File: src/rtl/gpio_pkg.sv
`timescale 1ns / 100ps
package gpio_pkg;

    localparam int unsigned GPIO_ADDR_W = 6;

    // Byte offsets of the bank registers
    typedef enum logic [GPIO_ADDR_W-1:0] {
        REG_DIR      = 6'h00,
        REG_OUT      = 6'h04,
        REG_LINE_EN  = 6'h08,
        REG_SET_DATA = 6'h0C,
        REG_CLR_DATA = 6'h10,
        REG_IN       = 6'h14,
        REG_SET_RISE = 6'h18,
        REG_CLR_RISE = 6'h1C,
        REG_SET_FALL = 6'h20,
        REG_CLR_FALL = 6'h24,
        REG_STATUS   = 6'h28
    } reg_addr_e;

    // One write strobe per writable register
    typedef struct packed {
        logic dir;
        logic out_load;
        logic line_en;
        logic set_data;
        logic clr_data;
        logic set_rise;
        logic clr_rise;
        logic set_fall;
        logic clr_fall;
        logic stat_clr;
    } wr_strobe_t;

endpackage

File: src/rtl/gpio_bus_decode.sv
`timescale 1ns / 100ps
module gpio_bus_decode
    import gpio_pkg::*;
#(
    parameter int unsigned ADDR_W = GPIO_ADDR_W
) (
    input  logic              bus_sel,
    input  logic              bus_wr,
    input  logic [ADDR_W-1:0] bus_addr,
    output wr_strobe_t        strobe
);

    always_comb begin
        strobe = '0;
        if (bus_sel && bus_wr) begin
            case (bus_addr)
                REG_DIR:      strobe.dir      = 1'b1;
                REG_OUT:      strobe.out_load = 1'b1;
                REG_LINE_EN:  strobe.line_en  = 1'b1;
                REG_SET_DATA: strobe.set_data = 1'b1;
                REG_CLR_DATA: strobe.clr_data = 1'b1;
                REG_SET_RISE: strobe.set_rise = 1'b1;
                REG_CLR_RISE: strobe.clr_rise = 1'b1;
                REG_SET_FALL: strobe.set_fall = 1'b1;
                REG_CLR_FALL: strobe.clr_fall = 1'b1;
                REG_STATUS:   strobe.stat_clr = 1'b1;
                default:      strobe          = '0;
            endcase
        end
    end

endmodule

File: src/rtl/gpio_ctrl_regs.sv
`timescale 1ns / 100ps
module gpio_ctrl_regs
    import gpio_pkg::*;
#(
    parameter int unsigned NUM_PINS = 32,
    parameter int unsigned NUM_IRQ  = 2
) (
    input  logic                clk,
    input  logic                rst_n,
    input  wr_strobe_t          strobe,
    input  logic [NUM_PINS-1:0] wdata,
    output logic [NUM_PINS-1:0] dir_q,
    output logic [NUM_PINS-1:0] out_q,
    output logic [NUM_PINS-1:0] rise_en_q,
    output logic [NUM_PINS-1:0] fall_en_q,
    output logic [NUM_IRQ-1:0]  line_en_q
);

    // Direction: 1 = input; reset leaves every pin undriven
    always_ff @(posedge clk or negedge rst_n) begin
        if (!rst_n) begin
            dir_q <= '1;
        end else if (strobe.dir) begin
            dir_q <= wdata;
        end
    end

    // Output latch: whole load, or one-mask set / clear
    always_ff @(posedge clk or negedge rst_n) begin
        if (!rst_n) begin
            out_q <= '0;
        end else if (strobe.out_load) begin
            out_q <= wdata;
        end else if (strobe.set_data) begin
            out_q <= out_q | wdata;
        end else if (strobe.clr_data) begin
            out_q <= out_q & ~wdata;
        end
    end

    // Edge enables, each changed only through its set / clear pair
    always_ff @(posedge clk or negedge rst_n) begin
        if (!rst_n) begin
            rise_en_q <= '0;
            fall_en_q <= '0;
        end else begin
            if (strobe.set_rise) begin
                rise_en_q <= rise_en_q | wdata;
            end else if (strobe.clr_rise) begin
                rise_en_q <= rise_en_q & ~wdata;
            end
            if (strobe.set_fall) begin
                fall_en_q <= fall_en_q | wdata;
            end else if (strobe.clr_fall) begin
                fall_en_q <= fall_en_q & ~wdata;
            end
        end
    end

    // Per-line interrupt enables
    always_ff @(posedge clk or negedge rst_n) begin
        if (!rst_n) begin
            line_en_q <= '0;
        end else if (strobe.line_en) begin
            line_en_q <= wdata[NUM_IRQ-1:0];
        end
    end

endmodule

File: src/rtl/gpio_in_sync.sv
`timescale 1ns / 100ps
module gpio_in_sync #(
    parameter int unsigned NUM_PINS    = 32,
    parameter int unsigned SYNC_STAGES = 2
) (
    input  logic                clk,
    input  logic                rst_n,
    input  logic [NUM_PINS-1:0] pin_in,
    output logic [NUM_PINS-1:0] sync_val,
    output logic [NUM_PINS-1:0] prev_val
);

    localparam int unsigned LAST = SYNC_STAGES - 1;

    logic [NUM_PINS-1:0] stage_q [SYNC_STAGES];

    for (genvar s = 0; s < SYNC_STAGES; s++) begin : g_stage
        if (s == 0) begin : g_first
            always_ff @(posedge clk or negedge rst_n) begin
                if (!rst_n) stage_q[s] <= '0;
                else        stage_q[s] <= pin_in;
            end
        end else begin : g_next
            always_ff @(posedge clk or negedge rst_n) begin
                if (!rst_n) stage_q[s] <= '0;
                else        stage_q[s] <= stage_q[s-1];
            end
        end
    end

    // One more register holds last cycle's synchronized value for edge compare
    always_ff @(posedge clk or negedge rst_n) begin
        if (!rst_n) prev_val <= '0;
        else        prev_val <= stage_q[LAST];
    end

    assign sync_val = stage_q[LAST];

endmodule

File: src/rtl/gpio_edge_irq.sv
`timescale 1ns / 100ps
module gpio_edge_irq #(
    parameter int unsigned NUM_PINS     = 32,
    parameter int unsigned PINS_PER_IRQ = 16,
    parameter int unsigned NUM_IRQ      = NUM_PINS / PINS_PER_IRQ
) (
    input  logic                clk,
    input  logic                rst_n,
    input  logic [NUM_PINS-1:0] sync_val,
    input  logic [NUM_PINS-1:0] prev_val,
    input  logic [NUM_PINS-1:0] rise_en,
    input  logic [NUM_PINS-1:0] fall_en,
    input  logic                stat_clr,
    input  logic [NUM_PINS-1:0] wdata,
    input  logic [NUM_IRQ-1:0]  line_en,
    output logic [NUM_PINS-1:0] edge_hit,
    output logic [NUM_PINS-1:0] status_q,
    output logic [NUM_IRQ-1:0]  irq_q
);

    logic [NUM_PINS-1:0] clr_mask;

    assign edge_hit = (sync_val & ~prev_val & rise_en)
                    | (~sync_val & prev_val & fall_en);
    assign clr_mask = stat_clr ? wdata : '0;

    // A fresh edge overrides a clear of the same bit
    always_ff @(posedge clk or negedge rst_n) begin
        if (!rst_n) status_q <= '0;
        else        status_q <= (status_q & ~clr_mask) | edge_hit;
    end

    for (genvar b = 0; b < NUM_IRQ; b++) begin : g_line
        always_ff @(posedge clk or negedge rst_n) begin
            if (!rst_n) irq_q[b] <= 1'b0;
            else        irq_q[b] <= line_en[b] & (|status_q[b*PINS_PER_IRQ +: PINS_PER_IRQ]);
        end
    end

endmodule

File: src/rtl/gpio_edge_bank.sv
`timescale 1ns / 100ps
module gpio_edge_bank
    import gpio_pkg::*;
#(
    parameter int unsigned NUM_PINS     = 32,
    parameter int unsigned PINS_PER_IRQ = 16,
    parameter int unsigned SYNC_STAGES  = 2,
    parameter int unsigned ADDR_W       = GPIO_ADDR_W
) (
    input  logic                                clk,
    input  logic                                rst_n,
    input  logic                                bus_sel,
    input  logic                                bus_wr,
    input  logic [ADDR_W-1:0]                   bus_addr,
    input  logic [NUM_PINS-1:0]                 bus_wdata,
    output logic [NUM_PINS-1:0]                 bus_rdata,
    input  logic [NUM_PINS-1:0]                 pin_in,
    output logic [NUM_PINS-1:0]                 pin_out,
    output logic [NUM_PINS-1:0]                 pin_oe,
    output logic [NUM_PINS/PINS_PER_IRQ-1:0]    irq_bank
);

    localparam int unsigned NUM_IRQ = NUM_PINS / PINS_PER_IRQ;

    wr_strobe_t          strobe;
    logic [NUM_PINS-1:0] dir_q;
    logic [NUM_PINS-1:0] out_q;
    logic [NUM_PINS-1:0] rise_en_q;
    logic [NUM_PINS-1:0] fall_en_q;
    logic [NUM_IRQ-1:0]  line_en_q;
    logic [NUM_PINS-1:0] sync_val;
    logic [NUM_PINS-1:0] prev_val;
    logic [NUM_PINS-1:0] edge_hit;
    logic [NUM_PINS-1:0] stat_q;
    logic [NUM_PINS-1:0] rd_mux;

    gpio_bus_decode #(.ADDR_W(ADDR_W)) u_decode (
        .bus_sel  (bus_sel),
        .bus_wr   (bus_wr),
        .bus_addr (bus_addr),
        .strobe   (strobe)
    );

    gpio_ctrl_regs #(.NUM_PINS(NUM_PINS), .NUM_IRQ(NUM_IRQ)) u_regs (
        .clk       (clk),
        .rst_n     (rst_n),
        .strobe    (strobe),
        .wdata     (bus_wdata),
        .dir_q     (dir_q),
        .out_q     (out_q),
        .rise_en_q (rise_en_q),
        .fall_en_q (fall_en_q),
        .line_en_q (line_en_q)
    );

    gpio_in_sync #(.NUM_PINS(NUM_PINS), .SYNC_STAGES(SYNC_STAGES)) u_sync (
        .clk      (clk),
        .rst_n    (rst_n),
        .pin_in   (pin_in),
        .sync_val (sync_val),
        .prev_val (prev_val)
    );

    gpio_edge_irq #(
        .NUM_PINS     (NUM_PINS),
        .PINS_PER_IRQ (PINS_PER_IRQ),
        .NUM_IRQ      (NUM_IRQ)
    ) u_edge (
        .clk      (clk),
        .rst_n    (rst_n),
        .sync_val (sync_val),
        .prev_val (prev_val),
        .rise_en  (rise_en_q),
        .fall_en  (fall_en_q),
        .stat_clr (strobe.stat_clr),
        .wdata    (bus_wdata),
        .line_en  (line_en_q),
        .edge_hit (edge_hit),
        .status_q (stat_q),
        .irq_q    (irq_bank)
    );

    always_comb begin
        rd_mux = '0;
        case (bus_addr)
            REG_DIR:      rd_mux = dir_q;
            REG_OUT:      rd_mux = out_q;
            REG_LINE_EN:  rd_mux = {{(NUM_PINS-NUM_IRQ){1'b0}}, line_en_q};
            REG_SET_DATA: rd_mux = out_q;
            REG_CLR_DATA: rd_mux = out_q;
            REG_IN:       rd_mux = sync_val;
            REG_SET_RISE: rd_mux = rise_en_q;
            REG_CLR_RISE: rd_mux = rise_en_q;
            REG_SET_FALL: rd_mux = fall_en_q;
            REG_CLR_FALL: rd_mux = fall_en_q;
            REG_STATUS:   rd_mux = stat_q;
            default:      rd_mux = '0;
        endcase
    end

    assign bus_rdata = (bus_sel && !bus_wr) ? rd_mux : '0;
    assign pin_out   = out_q;
    assign pin_oe    = ~dir_q;

endmodule

File: config.mk
export PLATFORM = sky130hd
export DESIGN_NAME = gpio_edge_bank
export DESIGN_NICKNAME = d
export VERILOG_FILES = /design/src/rtl/gpio_pkg.sv /design/src/rtl/gpio_bus_decode.sv /design/src/rtl/gpio_ctrl_regs.sv /design/src/rtl/gpio_in_sync.sv /design/src/rtl/gpio_edge_irq.sv /design/src/rtl/gpio_edge_bank.sv
export SDC_FILE = /design/constraint.sdc
export NUM_CORES = 1
export LEC_CHECK = 0
export BUFFER_PORTS_ARGS = -buffer_cell sky130_fd_sc_hd__clkbuf_2
export CAP_MARGIN = 20
export CORE_MARGIN = 3
export CORE_UTILIZATION = 57
export CTS_BUF_LIST = sky130_fd_sc_hd__clkbuf_8 sky130_fd_sc_hd__clkbuf_16
export DETAILED_ROUTE_END_ITERATION = 12
export GPL_TIMING_DRIVEN = 0
export PLACE_DENSITY_LB_ADDON = 0.05
export RECOVER_POWER = 25
export SYNTH_ARGS = -nofsm -noshare
export SYNTH_HDL_FRONTEND = slang
export SYNTH_HIERARCHICAL = 1
export SYNTH_SLANG_ARGS = --single-unit
File: constraint.sdc
create_clock -name clk -period 1.4 [get_ports clk]
set_clock_uncertainty 0.15 [all_clocks]
set_input_delay 0.07 -clock clk [delete_from_list [all_inputs] [get_ports clk]]
set_output_delay 0.07 -clock clk [all_outputs]
set_load 0.02 [all_outputs]
Word level (Yosys, flattened, before mapping) --
Cells that the tools add are included.
Word-level totals: output and inout port bits 98, logic and storage cells 74, bits of input ports 74, flip-flop bits (word level) 260
Cells by class: bitwise gates (word level) 20, eq/ne operators 10, muxes and demuxes 21, reduce and logical (&&, ||, !) cells 12
Operators by type and width (number):
- $mux 32 | 9
- $and 32x32->32 | 8
- $pmux 32 s7 | 1
- $not 32->32 | 5
- $or 32x32->32 | 5
- $reduce_or 16->1 | 2
- $eq 6x5->1 const B | 4
- $eq 6x6->1 const B | 3
- $eq 6x4->1 const B | 2
- $mux 1 | 10
- $mux 10 | 1
- $eq 6x3->1 const B | 1
- $logic_not 6->1 | 1
- $reduce_bool 2->1 | 2
- $reduce_or 2->1 | 2
- $reduce_bool 3->1 | 1
- $reduce_or 3->1 | 1
- $and 1x1->1 | 2
- $logic_and 1x1->1 | 2
- $logic_not 1->1 | 1

Longest topological paths before layout --
depth in word-level cells 7, depth in mapped cells 7, depth with buffers taken out 4

Cells and area by module --
Netlist, hierarchy kept.
By module, submodules not included:
- gpio_ctrl_regs | cells an instance 384, instances 1, seq. area each 3293.2 µm², area an instance 5082.4 µm²
- gpio_in_sync | cells an instance 128, instances 1, seq. area each 2402.3 µm², area an instance 2642.5 µm²
- gpio_edge_irq | cells an instance 209, instances 1, seq. area each 850.8 µm², area an instance 2190.9 µm²
- gpio_edge_bank | cells an instance 237, instances 1, seq. area each 0.0 µm², area an instance 1497.7 µm²
- gpio_bus_decode | cells an instance 17, instances 1, seq. area each 0.0 µm², area an instance 111.4 µm²

Least setup slack after synthesis --
No wires, ideal clock.
path type input-to-reg, start in bus_addr[1], end reg u_regs.dir_q[28], arrival time 1364 ps, path buffers 2, library setup time 82 ps, setup slack -196 ps, data required time 1168 ps, cell stages on the path 5, cell sequence or4_4 nor2_1 buf_2 buf_2 mux2_2
RTL lines:
- start, declared | RTL line gpio_edge_bank.sv:14 | input logic [ADDR_W-1:0] bus_addr,
- end signal, assigned | RTL line gpio_ctrl_regs.sv:24 | dir_q <= wdata;
- end, declared | RTL line gpio_ctrl_regs.sv:12 | output logic [NUM_PINS-1:0] dir_q,

Final worst setup path --
start reg u_edge.status_q[1], end out bus_rdata[1]
On the way: cells in the longest elaborated chain, start to end 2
Ends and longest elaborated chain:
- start, declared | RTL line gpio_edge_irq.sv:17 | output logic [NUM_PINS-1:0] status_q,
- start signal, assigned | RTL line gpio_edge_irq.sv:30 | else status_q <= (status_q & ~clr_mask) | edge_hit;
- $pmux 32 s7 | RTL line gpio_edge_bank.sv:85 | case (bus_addr)
- $mux 32 | RTL line gpio_edge_bank.sv:101 | assign bus_rdata = (bus_sel && !bus_wr) ? rd_mux : '0;
- end, declared | RTL line gpio_edge_bank.sv:16 | output logic [NUM_PINS-1:0] bus_rdata,
No other way between the ends.

==> flow_summary.ini <==
[final_layout]
regArea_mm2 = 0.006546
fin_util = 0.8429
multi_input_area_mm2 = 0.004798
diodes = 0
drive_gt1_frac = 0.4473
syn2layout_area_growth_pct = 44.82
layout_commonest_cell = dfrtp_1
final_cell_mix = dfrtp_1, nand2_1, clkbuf_2, a22o_1, buf_4
nFillCells = 1017
final_nets = 1362

[clock_tree]
numCtsBuffers = 28
cts_tree = done
cts_max_level = 1
clkTransAtPathRegs_ns = 0.06
worstSkewPairLatency_ns = 0.55
cts.sinks = 260
root_buffer = clkbuf_16
cts_buffer_depth = 3
postCtsHoldBufs = 67

[timing]
hold_viol_final = 12
fin_crit_ns = 1.953
fin_crit_sh = 1.395
setup_viol = 316
fmax_mhz = 511.9
fin_ws_ns = -0.5534
rsz0062_at_grt = yes
slew_headroom = 0.2641
worstMarginPinSlew_ns = 1.104
hold_ws_ns = -0.1071
drv_slew = 0

[hold_path]
min_path_type = in2reg

[route]
vias = 9790
dr.pass1.iters = 5
drtAntennaViolNets = 0
drt_wl_total_mm = 37.41
drcViolationCount = 0
post_drt_wl_per_cell_um = 23.75
vias_per_cell = 6.216
drt-initial-drc-count = 818

[worst_setup_path]
arrival_ns = 1.73
reg2reg_slack_ns = 0.03
cp_cell_sequence = a22o_1, a22oi_1, a31oi_2, clkbuf_8
criticalPathCategory = reg2out
worstPathMaxFanout = 3
critPathSlowestCell = dfrtp_1
endpoint_kind = primary output
cp.required_ns = 1.18
cp-start-kind = register
critPathMaxStageDelay_ns = 0.43

[synth]
synth_cells = 943
synth_area_mm2 = 0.01136
ys_warn_count = 6
synth.avg_cell_area_um2 = 12.05
syn_nets = 1017

[power]
p_total_mw = 18.80
powerDensity_mw_per_mm2 = 1142
power_leakage_nw = 7.068
irDropWorstVdd_v = 0.001112

[placed_design]
place_congestion = 0.8559
port_buffers = 171
place_hpwl_mm = 21.02

[global_route]
grt_pass1_vias = 9963
antenna_found_initial = 0
grt_pass1_wl_mm = 55.79
globalRoute.totalOverflow = 0
groute.usage.overall = 0.3277
grt_max_degree = 112

[die]
fp.dieH_um = 147.2
rows = 51
core_area_mm2 = 0.01953
design.die.area_mm2 = 0.02167
die_w_um = 147.2
start_util = 0.5820
boundaryPins = 172

[job]
maxCapViolCount = 0

[run_status]
violations = hold timing, setup timing
status = finished with violations
## where the power goes
group	leakage [nW]	switching, mW	internal, mW
Clock	0.505	3.03	4.47
Combinational	3.47	1.32	1.31
Sequential	3.09	0.509	8.16
Total	7.07	4.86	13.9
## metal layers
metal  vias up  wire length (µm)  GRT usage
li1       4159                 -          -
met4         0              1415     0.1123
met5         -                 0          0
met1      4995             14710     0.4405
met2       519             18330     0.5479
met3       117              2947    0.05367
## final cells by class
cell class | count | share of cell area
timing repair buffer | 316 | 0.1755
clock inverter | 15 | 0.007602
inverter | 36 | 0.009427
tap | 265 | 0.02015
multi-input combinational | 559 | 0.2915
clock buffer | 37 | 0.05010
sequential | 260 | 0.3977
buffer | 87 | 0.04789
## worst max-delay path: cells and delay by family (launching register included)
family / cells / cell delay (ns)
buffers and inverters: 1 / 0.18
DFF: 1 / 0.43
AOI/OAI and AO/OA: 3 / 0.58
## path summary, 6_finish.rpt
kind,cells past startpoint,end,from
max,4,bus_rdata[1],u_edge/status_q[1]$_DFF_PN0_
min,5,register,bus_addr[1]
max reg2reg,3,u_edge/irq_q[0]$_DFF_PN0_,u_edge/status_q[9]$_DFF_PN0_
min reg2reg,0,u_sync/sync_val[15]$_DFF_PN0_,u_sync/stage_q[47]$_DFF_PN0_
max in group asynchronous,3,async pin,rst_n
min in group asynchronous,2,u_sync/stage_q[55]$_DFF_PN0_,rst_n
## per-stage QoR
step | instance area (µm²) | setup WS (ns) | setup TNS, ns | std cells | hold WS, ns
floorplan | 11870 | -0.1288 | -8.268 | 943 | -0.3756
finish | 16460 | -0.5534 | -39.77 | 1575 | -0.1071
CTS | 15850 | -0.5303 | -19.49 | 1546 | -0.1970
global placement | 13050 | -5.218 | -1395.00 | 1379 | 0.02784
global route | 16460 | -0.5863 | -101.73 | 1575 | -0.1136
detailed placement | 13120 | -0.9364 | -105.28 | 1381 | -0.1287
## repair_timing
item	in CTS	in global routing
buffers inserted	46	38
cloned	0	4
gates resized for setup	198	150
endpoints found under the setup margin	111	148
pin swaps	32	40
endpoints found under the hold margin	427	43
Power figures use the tool's default switching activity.
